File: config.mk
export PLATFORM = sky130hd
export DESIGN_NAME = zone_order_guard
export DESIGN_NICKNAME = d
export VERILOG_FILES = /design/src/rtl/zone_order_guard.sv
export SDC_FILE = /design/constraint.sdc
export NUM_CORES = 1
export LEC_CHECK = 0
export ABC_AREA = 1
export BUFFER_PORTS_ARGS = -buffer_cell sky130_fd_sc_hd__buf_2
export CAP_MARGIN = 20
export CORE_ASPECT_RATIO = 2
export CORE_MARGIN = 8
export CORE_UTILIZATION = 25
export CTS_CLUSTER_SIZE = 14
export DETAILED_ROUTE_END_ITERATION = 16
export MAX_ROUTING_LAYER = met4
export PLACE_DENSITY_LB_ADDON = 0.1
export SYNTH_ARGS = -nofsm -noshare
export SYNTH_HDL_FRONTEND = slang
export SYNTH_SLANG_ARGS = --single-unit
File: constraint.sdc
create_clock -name clk -period 2.15 [get_ports clk]
set_clock_uncertainty 0.1 [all_clocks]
set_input_delay 0 -clock clk [delete_from_list [all_inputs] [get_ports clk]]
set_output_delay 0 -clock clk [all_outputs]
set_load 0.02 [all_outputs]
File: src/rtl/zone_order_guard.sv
module zone_order_guard #(
  parameter int ADDR_W = 16,
  parameter int DATA_W = 16,
  parameter logic [ADDR_W-1:0] ZONE_BASE = ADDR_W'(24576),
  parameter logic [ADDR_W-1:0] ZONE_LIMIT = ADDR_W'(32767)
) (
  input  logic              clk,
  input  logic              rst_n,
  input  logic              cfg_we,
  input  logic              cfg_prot_en,
  input  logic              wr_req,
  input  logic [ADDR_W-1:0] wr_addr,
  input  logic [DATA_W-1:0] wr_data,
  output logic              wr_stall,
  input  logic              rd_req,
  input  logic [ADDR_W-1:0] rd_addr,
  output logic              rd_stall,
  output logic              bus_req,
  output logic              bus_we,
  output logic [ADDR_W-1:0] bus_addr,
  output logic [DATA_W-1:0] bus_wdata,
  input  logic              bus_gnt
);

  logic              prot_en;
  logic              pw_valid;
  logic [ADDR_W-1:0] pw_addr;
  logic [DATA_W-1:0] pw_data;

  logic rd_in_zone, zone_block, hz_pend, hz_new, rd_go, wr_acc;

  assign rd_in_zone = (rd_addr >= ZONE_BASE) && (rd_addr <= ZONE_LIMIT);
  assign zone_block = prot_en && rd_in_zone;
  assign hz_pend    = pw_valid && (zone_block || (rd_addr == pw_addr));
  assign hz_new     = wr_req && (zone_block || (rd_addr == wr_addr));
  assign rd_go      = rd_req && !hz_pend && !hz_new;

  assign bus_req   = rd_go || pw_valid;
  assign bus_we    = !rd_go;
  assign bus_addr  = rd_go ? rd_addr : pw_addr;
  assign bus_wdata = pw_data;

  assign wr_acc   = bus_gnt && pw_valid && !rd_go;
  assign rd_stall = rd_req && !(rd_go && bus_gnt);
  assign wr_stall = wr_req && pw_valid && !wr_acc;

  always_ff @(posedge clk) begin
    if (!rst_n) begin
      prot_en  <= 1'b1;
      pw_valid <= 1'b0;
      pw_addr  <= '0;
      pw_data  <= '0;
    end else begin
      if (cfg_we) prot_en <= cfg_prot_en;
      if (wr_req && !wr_stall) begin
        pw_valid <= 1'b1;
        pw_addr  <= wr_addr;
        pw_data  <= wr_data;
      end else if (wr_acc) begin
        pw_valid <= 1'b0;
      end
    end
  end

  AST_ZONE_HOLD: assert property (@(posedge clk) disable iff (!rst_n)
    rd_req && pw_valid && prot_en && rd_in_zone |-> !(bus_req && !bus_we));
  AST_SAME_ADDR_HOLD: assert property (@(posedge clk) disable iff (!rst_n)
    rd_req && pw_valid && (rd_addr == pw_addr) |-> !(bus_req && !bus_we));
  AST_FREE_REORDER: assert property (@(posedge clk) disable iff (!rst_n)
    rd_req && !wr_req && pw_valid && !rd_in_zone && (rd_addr != pw_addr)
      |-> bus_req && !bus_we && (bus_addr == rd_addr));
  AST_PEND_KEPT: assert property (@(posedge clk) disable iff (!rst_n)
    pw_valid && !(bus_gnt && bus_we) |=> pw_valid && $stable(pw_addr) && $stable(pw_data));
  AST_NO_GNT_STALL: assert property (@(posedge clk) disable iff (!rst_n)
    rd_req && !bus_gnt |-> rd_stall);
  AST_NEW_WR_HOLD: assert property (@(posedge clk) disable iff (!rst_n)
    rd_req && wr_req && prot_en && rd_in_zone |-> rd_stall);

endmodule

== Word-level counts from Yosys, hierarchy flattened ==
Index checks and enable logic that the tools add are counted.
W data, S select, Z words.
Storage, ports and cells
  flip-flop bits (word level): 34
  input port bits: 55
  output and inout port bits: 36
  logic and storage cells: 34
Cells by class
  magnitude comparators: 2
  equality and inequality tests: 2
  muxes and demuxes: 3
  reduce and logical (&&, ||, !) cells: 23
Operators by type and width (number)
  $eq A16 B16 Y1: 2
  $ge A16 B15 Y1 const B: 1
  $le A16 B15 Y1 const B: 1
  $mux W16: 1
  $logic_and A1 B1 Y1: 13
  $logic_not A1 Y1: 6
  $logic_or A1 B1 Y1: 3
  $mux W1: 2
  $reduce_bool A2 Y1: 1

== Logic depth before layout (Yosys ltp) ==
Gate-level depths: netlist (run 1).
  depth in word-level cells: 15
  depth in mapped cells: 17
  mapped depth without buffers: 15

== Worst setup path after synthesis (run 1) ==
No wires, ideal clock.
  kind: register to output
  from: register pw_addr[3]
  to: output bus_addr[0]
  arrival time: 1665 ps
  data required time: 2050 ps
  path slack: 385 ps
  stages on the path, launching flop included: 11
  buffers on the path: 1
  cell sequence: dfxtp_1 xor2_1 nor2_1 nand2_1 nor2_1 nand2_1 nand2_1 nand2_1 nand3_4 clkbuf_1 o21ai_0
Between the ends
  word-level cells in the longest chain between the ends: 7
RTL lines
  start, declared: RTL line 27  | logic [ADDR_W-1:0] pw_addr;
  start signal, assigned: RTL line 57  | pw_addr <= wr_addr;
  $eq A16 B16 Y1: RTL line 34  | assign hz_pend = pw_valid && (zone_block || (rd_addr == pw_addr));
  $logic_or A1 B1 Y1: RTL line 34
  $logic_and A1 B1 Y1: RTL line 34
  $logic_not A1 Y1: RTL line 36  | assign rd_go = rd_req && !hz_pend && !hz_new;
  $logic_and A1 B1 Y1 (2 in a row): RTL line 36
  $mux W16: RTL line 40  | assign bus_addr = rd_go ? rd_addr : pw_addr;
  end, declared: RTL line 20  | output logic [ADDR_W-1:0] bus_addr,
Every way passes these cells.

== Worst setup path in the final report (run 1) ==
  from: register pw_addr[11]
  to: output bus_req
Between the ends
  word-level cells in the longest chain between the ends: 7
RTL lines
  $eq A16 B16 Y1: RTL line 34
  $logic_or A1 B1 Y1: RTL line 34
  $logic_and A1 B1 Y1: RTL line 34
  $logic_not A1 Y1: RTL line 36
  $logic_and A1 B1 Y1 (2 in a row): RTL line 36
  $logic_or A1 B1 Y1: RTL line 38  | assign bus_req = rd_go || pw_valid;
  end, declared: RTL line 18  | output logic bus_req,
Every way passes these cells.

==> results of run 1 <==
[layer usage]
| metal | vias to the layer above | track usage [%] | wire (µm) |
|---|---|---|---|
| met5 | - | - | 0 |
| met4 | 0 | 4.88 | 149 |
| met3 | 9 | 2.56 | 374 |
| met2 | 73 | 22.5 | 4160 |
| met1 | 1209 | 12.9 | 3230 |
| li1 | 1479 | - | - |
[registers in the layout, summed over array words and instances (netlist names)]
| name | cells |
|---|---|
| pw_addr | 16 |
| bus_wdata | 16 |
| pw_valid | 1 |
| prot_en | 1 |
[report_power, final]
group / internal (W) / switching [W]
Clock: 0.000447 / 0.000251
Combinational: 0.000286 / 0.000355
Sequential: 0.000687 / 0.0000429
[metrics by stage]
step	area (µm²)	cells	TNS [ps]	hold WS [ps]
after floorplan	2380	408	0	0.353
after CTS	3410	627	0	4.05
final	3590	634	0	14.8
after global placement	2900	587	0	104
after global routing	3590	634	-371	21.8
after detailed placement	2900	587	0	115
[kinds of logic after synthesis]
group / Yosys count / synth area share [%]
AO/OA/AOI/OAI: 52 / 12.6
XOR/XNOR: 5 / 1.84
buffers and inverters: 84 / 15.5
flip-flops: 34 / 28.6
AND/OR/NAND/NOR: 233 / 41.5
[cells in the mapped netlist, drive strengths merged]
cell,number
nand2,145
clkbuf,7
nor2,53
o21ai,17
xor2,5
a21oi,34
dfxtp,34
buf,14
a21boi,1
or2,1
nand4,1
inv,63
nand3,33
[critical path: stages (launching register included)]
cell and delay [ps]:
dfxtp_2 350, inv_1 40, nand2_1 50, nand2_1 60, nor2_2 140, nand2_1 80, nor2_1 90, nand2_1 60
nand2_1 60, nand2_2 60, nand3_4 120, inv_1 70, or2_2 290, buf_4 160
[layout make-up]
type | instances | area, µm²
well taps | 104 | 130
fillers | 1023 | 5730
flip-flops and latches | 34 | 693
multi-input cells | 290 | 1380
clock buffers | 6 | 139
repair buffers | 137 | 1010
inverters | 63 | 236
[how the worst max path moves through the flow]
stage	end	cells after the start	slack (ps)
after floorplan	bus_addr[0]	10	390
after global placement	bus_wdata[12]	16	110
after detailed placement	bus_wdata[12]	16	90
after CTS	bus_addr[14]	14	10
after global routing	bus_req	15	-60
final	bus_req	13	150
[repair_timing]
| action | CTS | global route |
|---|---|---|
| endpoints found under the hold margin | 32 | 0 |
| gates cloned | 1 | 2 |
| setup buffers | 0 | 5 |
| resized for setup | 5 | 43 |
| pin swaps | 0 | 10 |
| setup endpoints to repair | 13 | 53 |
| hold buffers | 33 | 0 |
==> impl_metrics.toml, run 1 <==
[outcome]
status = "complete, no violations"

[placed_design]
hpwl_mm = 5.72
pre_cts_slack_ps = 86.2
io_buffers = 90
gp_congestion = 0.766

[synth]
yosysWarnings = 0
syn-mean-instance-area_um2 = 5.84
synth_top_area_cell = "dfxtp_1"
ys_ff_latch = 34
synth_cell_types = 22
synth_nets = 463
synth_area_um2 = 2380
synth_area_leaders = "dfxtp_1 (29%), nand2_1 (23%), inv_1 (9.3%)"
synth_top_area_share_pct = 28.6
synthCells = 408
seq_area_frac_synth_pct = 28.6

[power]
cellPowerDensity_nw_per_um2 = 576
leakage_nw = 1.98
max-vdd-ir-drop_mv = 0.444
total_power_w = 0.00207

[clock_tree]
clk_latency_ps = 280
clkSinkCount = 34
htreeDepth = 2
cts_buffers = 5
root_buffer = "clkbuf_16"
clkSlewWorstSetupHoldPaths_ps = 50
tritoncts = "done"
cts_buffer_depth = 2

[die]
rows = 50
core_um2 = 9320
die_w_um = 85.0
die_y_um = 154
start_util_pct = 25.6
pin_count = 91
die_area_um2 = 13100

[layout]
final_layout_size_suffix_gt1_share_pct = 30.6
synthToLayoutAreaGrowth_pct = 50.7
antenna_cells = 0
finalNetCount = 586
final_cell_mix = "nand2_1 (140), buf_2 (79), inv_1 (59), nor2_1 (46), dlygate4sd3_1 (33)"
layout_commonest_cell = "nand2_1"
post-route-util_pct = 38.5

[hold_path]
holdPathStages = 5
hold_path_class = "input pin to register"
holdPathEnd = "pw_addr[5]"
hp-start = "wr_addr[5]"

[timing]
finalSetupViolations = 0
slew_viol_final = 0
fmax_mhz = 500
fin_crit_sh_pct = 93.1
slew_headroom_pct = 47.4
min_period_ps = 2000
setup_ws_ps = 149
rsz0062_at_grt = "yes"
tightestPinTransition_ps = 789
hold_viol = 0

[drt]
drtIter0Drc = 78
vias = 2770
vias_per_cell = 4.37
antenna_left = 0
drt-total-wl_mm = 7.91
firstDrtPassIters = 4
drc_errors = 0
wl_per_cell_um = 12.5

[worst_setup_path]
timing.critical_path.from = "pw_addr[11]"
required_ps = 2050
crit_type = "register to output port"
worst-path-max-fanout = 4
start_kind = "register"
reg2reg_setup_slack_ps = 210
cp-end-kind = "output port"
r2r_end = "bus_wdata[11]"
r2r_cells = 17
arrival_ps = 1900
regToRegStartpoint = "pw_addr[11]"

[grt]
grt_pass1_vias = 2719
grt_pass1_wl_mm = 12.9
grt_max_degree = 66
grtUsageTotal_pct = 12.5
antenna_found_initial = 0
grt_overflow = 0

[flow_run]
maxCapViolCount = 0
Note: power is estimated with default switching activity, not from simulation.
==> run 2: changes to the inputs <==
- ABC_AREA: 1 -> unset
==> run 2 against run 1 <==
The flow now finishes with violations (negative setup slack); register-to-register slack barely moved; sequential power fell by 2.9%; critical path depth fell by 5; critical endpoint is now bus_addr[7]; highest routed layer unchanged; largest cell class unchanged.
==> impl_metrics.toml, run 2 <==
[synth]
synth_nets = 276
synth_top_area_cell = "dfxtp_1"
synth_cell_types = 28
async_flop_share_pct = 0
ys_top_cells_by_count = "dfxtp_1 (34), nand2_1 (34), nand3_1 (32), xnor2_1 (32), o21ai_0 (31)"
synth_top_area_share_pct = 35.3
synth_edf_count = 0
seq_area_frac_synth_pct = 35.3
synth_area_um2 = 1930
yosysWarnings = 0
synthCells = 221
synth_area_leaders = "dfxtp_1 (35%), xnor2_1 (15%), nand3_1 (8.3%)"
syn-mean-instance-area_um2 = 8.72
ys_ff_latch = 34
synth_top_flop_cell = "dfxtp_1"

[outcome]
violations = "negative setup slack"
status = "complete, but fails checks"

[drt]
drc_errors = 0
firstDrtPassIters = 4
highest-signal-layer = "met4"
met2_length_mm = 3.80
drt-met1-wl_mm = 2.44
wl_met3_um = 306
vias = 2018
antenna_left = 0
drt-total-wl_mm = 6.72
drtIter0Drc = 57
wl_per_cell_um = 15.1
vias_per_cell = 4.52

[grt]
grt_pass1_wl_mm = 10.6
grtUsageTotal_pct = 12.7
antenna_found_initial = 0
grt_overflow = 0
grt_max_degree = 37
grt_pass1_vias = 2186

[layout]
layout_commonest_cell = "buf_2"
final_cell_mix = "buf_2 (77), dlygate4sd3_1 (35), nand2_1 (34), nand3_1 (32), o21ai_0 (30)"
synthToLayoutAreaGrowth_pct = 67.0
fin_cells = 446
antenna_cells = 0
n_fill_cell = 790
final_layout_size_suffix_gt1_share_pct = 42.6
finalNetCount = 406

[worst_setup_path]
worst-path-max-fanout = 12
r2r_cells = 9
reg2reg_setup_slack_ps = 200
r2r_end = "pw_addr[2]"
regToRegStartpoint = "pw_addr[9]"
cp-end-kind = "output port"
crit_type = "register to output port"
arrival_ps = 2240
start_kind = "register"
required_ps = 2050

[timing]
fin_crit_sh_pct = 109
hold_viol = 0
min_period_ps = 2340
setup_ws_ps = -193
slew_viol_final = 0
fmax_mhz = 427
finalSetupViolations = 16
rsz0062_at_grt = "yes"
tightestPinTransition_ps = 586
slew_headroom_pct = 61.0

[die]
pin_count = 91
die_area_um2 = 10900
core_um2 = 7540
start_util_pct = 25.6
die_y_um = 140
die_w_um = 78.1
rows = 45

[clock_tree]
cts_buffers = 5
tritoncts = "done"
clk_latency_ps = 280
clkSinkCount = 34
root_buffer = "clkbuf_16"
cts_buffer_depth = 2
htreeDepth = 2
clkSlewWorstSetupHoldPaths_ps = 50

[placed_design]
io_buffers = 90
gp_congestion = 0.741
dpl.cell_count = 400
hpwl_mm = 5.05

[hold_path]
hp-start = "bus_gnt"
hold_path_class = "input pin to register"
holdPathStages = 4
holdPathEnd = "pw_valid"

[power]
total_power_w = 0.00201
max-vdd-ir-drop_mv = 0.434
cellPowerDensity_nw_per_um2 = 625
leakage_nw = 1.43

[flow_run]
maxCapViolCount = 0
run 2: cells by family after synthesis:
family                    after synthesis  share of synthesized area, %
DFF                                    34                          35.3
muxes                                  17                          11.2
AOI/OAI and AO/OA                      40                          12.3
buffers and inverters                  18                          4.93
and+or+nand+nor                        80                          21.7
xor gates and xnor gates               32                          14.5
run 2: worst max path at each step:
| stage | startpoint | endpoint | slack (ps) | cells past startpoint |
|---|---|---|---|---|
| final | pw_addr[9] | bus_addr[7] | -190 | 8 |
| after global routing | pw_addr[8] | bus_addr[12] | -310 | 8 |
| after CTS | pw_addr[1] | bus_addr[7] | -200 | 8 |
| after detailed placement | pw_addr[5] | bus_addr[5] | -80 | 8 |
| after global placement | pw_addr[5] | bus_addr[5] | -80 | 8 |
| after floorplan | pw_addr[10] | bus_addr[0] | 230 | 8 |
run 2: metrics by stage:
stage	setup slack (ps)	setup TNS, ps	hold slack, ps	util (%)	instance area (µm²)
CTS	-200	-2690	16.7	42.3	3190
floorplan	226	0	28.4	-	1930
finish	-193	-2640	32.2	42.7	3220
detailed placement	-81.7	-524	123	33.5	2520
global placement	-77.6	-550	121	33.5	2520
global route	-314	-4560	39.2	42.7	3220
run 2: layout make-up:
type	count	area [µm²]	share of cell area, %
multi-input cells	169	1230	38.2
clock inverters	1	5.00	0.155
repair buffers	138	1020	31.7
clock buffers	7	143	4.43
inverters	3	11.3	0.350
well taps	94	118	3.65
flip-flops and latches	34	693	21.5
run 2: power by group:
group,total [W],internal (W),switching [W],leakage [nW]
sequential,0.000709,0.000676,0.0000326,0.284
combinational,0.000575,0.000295,0.000280,1.07
clock,0.000729,0.000459,0.000270,0.0739
run 2: layer usage:
| layer | vias to the layer above | track usage (%) |
|---|---|---|
| met1 | 926 | 11.6 |
| met3 | 11 | 2.82 |
| met4 | 0 | 6.29 |
| li1 | 1026 | - |
| met2 | 55 | 23.7 |
| met5 | - | - |
run 2: worst max-delay path, cell delays in order (launching register included):
cell and delay [ps]:
dfxtp_2 330, xnor2_2 150, nand4_1 180, nor4_4 350
o21ai_1 130, nand2b_1 160, buf_12 170, mux2_2 330
buf_2 160
run 2: what timing repair did:
item / 4_1_cts / 5_1_grt
endpoints found under the setup margin: 19 / 28
hold buffers: 35 / 0
setup buffers: 3 / 0
hold endpoints to repair: 34 / 0
gates cloned: 0 / 0
pin swaps: 12 / 0
resized for setup: 42 / 9
==> run 3: changes to the inputs <==
- TNS_END_PERCENT: unset -> 10
==> run 3 against run 2 <==
The run still ends with negative setup slack left; sequential cell count stayed put; via count is 1.4% lower; critical endpoint is now bus_addr[15]; core utilization is 0.46 points lower; wire length is 1.1% lower; clock-buffer cell count stayed put.
==> impl_metrics.toml, run 3 (synthesis gave the netlist of run 2 again) <==
[outcome]
status = "complete, but fails checks"
violations = "negative setup slack"

[timing]
rsz0062_at_grt = "yes"
slew_viol_final = 0
tns_ps = -2270
finalSetupViolations = 16
tightestPinTransition_ps = 597
fmax_mhz = 431
fin_hold_ws_ps = 20.8
slew_headroom_pct = 60.2
setup_ws_ps = -168
fin_crit_sh_pct = 108
min_period_ps = 2320
hold_viol = 0

[worst_setup_path]
worst-path-max-fanout = 7
cp-end-kind = "output port"
start_kind = "register"
arrival_ps = 2220
required_ps = 2050
crit_type = "register to output port"

[layout]
fin_cells = 445
final_cell_mix = "buf_2 (82), dlygate4sd3_1 (35), nand2_1 (34), nand3_1 (32), o21ai_0 (30)"
final_layout_size_suffix_gt1_share_pct = 43.9
synthToLayoutAreaGrowth_pct = 65.2
layout_commonest_cell = "buf_2"
finalNetCount = 405
design_area_um2 = 3190
antenna_cells = 0

[clock_tree]
clkSinkCount = 34
htreeDepth = 2
tritoncts = "done"
root_buffer = "clkbuf_16"
cts_buffer_depth = 2
clk_latency_ps = 280
cts_buffers = 5
clkSlewWorstSetupHoldPaths_ps = 50

[drt]
drtIter0Drc = 69
vias = 1990
vias_per_cell = 4.47
wl_per_cell_um = 14.9
antenna_left = 0
drc_errors = 0
firstDrtPassIters = 4
drt-total-wl_mm = 6.64

[die]
rows = 45
die_w_um = 78.1
start_util_pct = 25.6
core_um2 = 7540
pin_count = 91
die_y_um = 140
die_area_um2 = 10900

[hold_path]
hold_path_class = "input pin to register"

[placed_design]
pre_cts_slack_ps = -81.7
hpwl_mm = 5.05
dpl.cell_count = 400
placed_cell_area_um2 = 2520
gp_congestion = 0.741
io_buffers = 90

[grt]
antenna_found_initial = 0
grt_pass1_vias = 2152
grtUsageTotal_pct = 12.6
grt_pass1_wl_mm = 10.5
grt_max_degree = 37
grt_overflow = 0

[flow_run]
maxCapViolCount = 0

[power]
leakage_nw = 1.41
cellPowerDensity_nw_per_um2 = 626
max-vdd-ir-drop_mv = 0.430
-- run 3: changes by cell type in the layout (fill, tap and decap cells not counted), sizes merged --
cell and delta:
buf -1
-- run 3: metal layers --
metal,GRT usage (%),up-vias,wire length (µm)
met2,23.6,53,3750
met5,-,-,0
met1,11.3,903,2420
met4,5.90,0,176
li1,-,1023,-
met3,2.82,11,298
-- run 3: stage by stage --
step	utilization [%]	power [W]
finish	42.2	0.00200
detailed placement	33.5	0.00119
floorplan	-	0.00100
CTS	41.5	0.00202
global route	42.2	0.00211
global placement	33.5	0.00119
-- run 3: worst paths after layout --
path / startpoint / endpoint / slack, ps / depth (start not counted)
hold reg to reg: bus_wdata[12] / bus_wdata[12] / 360 / 2
setup / recovery: pw_addr[10] / bus_addr[15] / -170 / 8
hold / removal: bus_gnt / pw_valid / 20 / 4
setup reg to reg: pw_addr[10] / pw_addr[9] / 200 / 9
-- run 3: report_power, final --
| part | switching [W] | internal [W] |
|---|---|---|
| Sequential | 0.0000335 | 0.000677 |
| Clock | 0.000268 | 0.000459 |
| Combinational | 0.000276 | 0.000282 |
-- run 3: what timing repair did --
item                                    in CTS  in global routing
pin swaps                                   12                  6
buffers inserted                             2                  0
resized for setup                           27                 16
endpoints found under the setup margin      19                 28
hold endpoints to repair                    34                  0
hold buffers                                35                  0
-- run 3: final cells by class --
class	count	area, µm²
Timing Repair Buffer	137	986
Fill cell	793	4360
Clock buffer	7	143
Multi-Input combinational cell	169	1220
Tap cell	94	118
Clock inverter	1	5.00
Inverter	3	11.3
Sequential cell	34	698
-- run 3: critical path, stage by stage (launching register included) --
cell and delay (ps):
dfxtp_2 330, xnor2_1 140, nand4_1 200, nor4_4 340, o21ai_1 110, nand2b_1 160, buf_6 170, mux2_2 330
buf_2 160
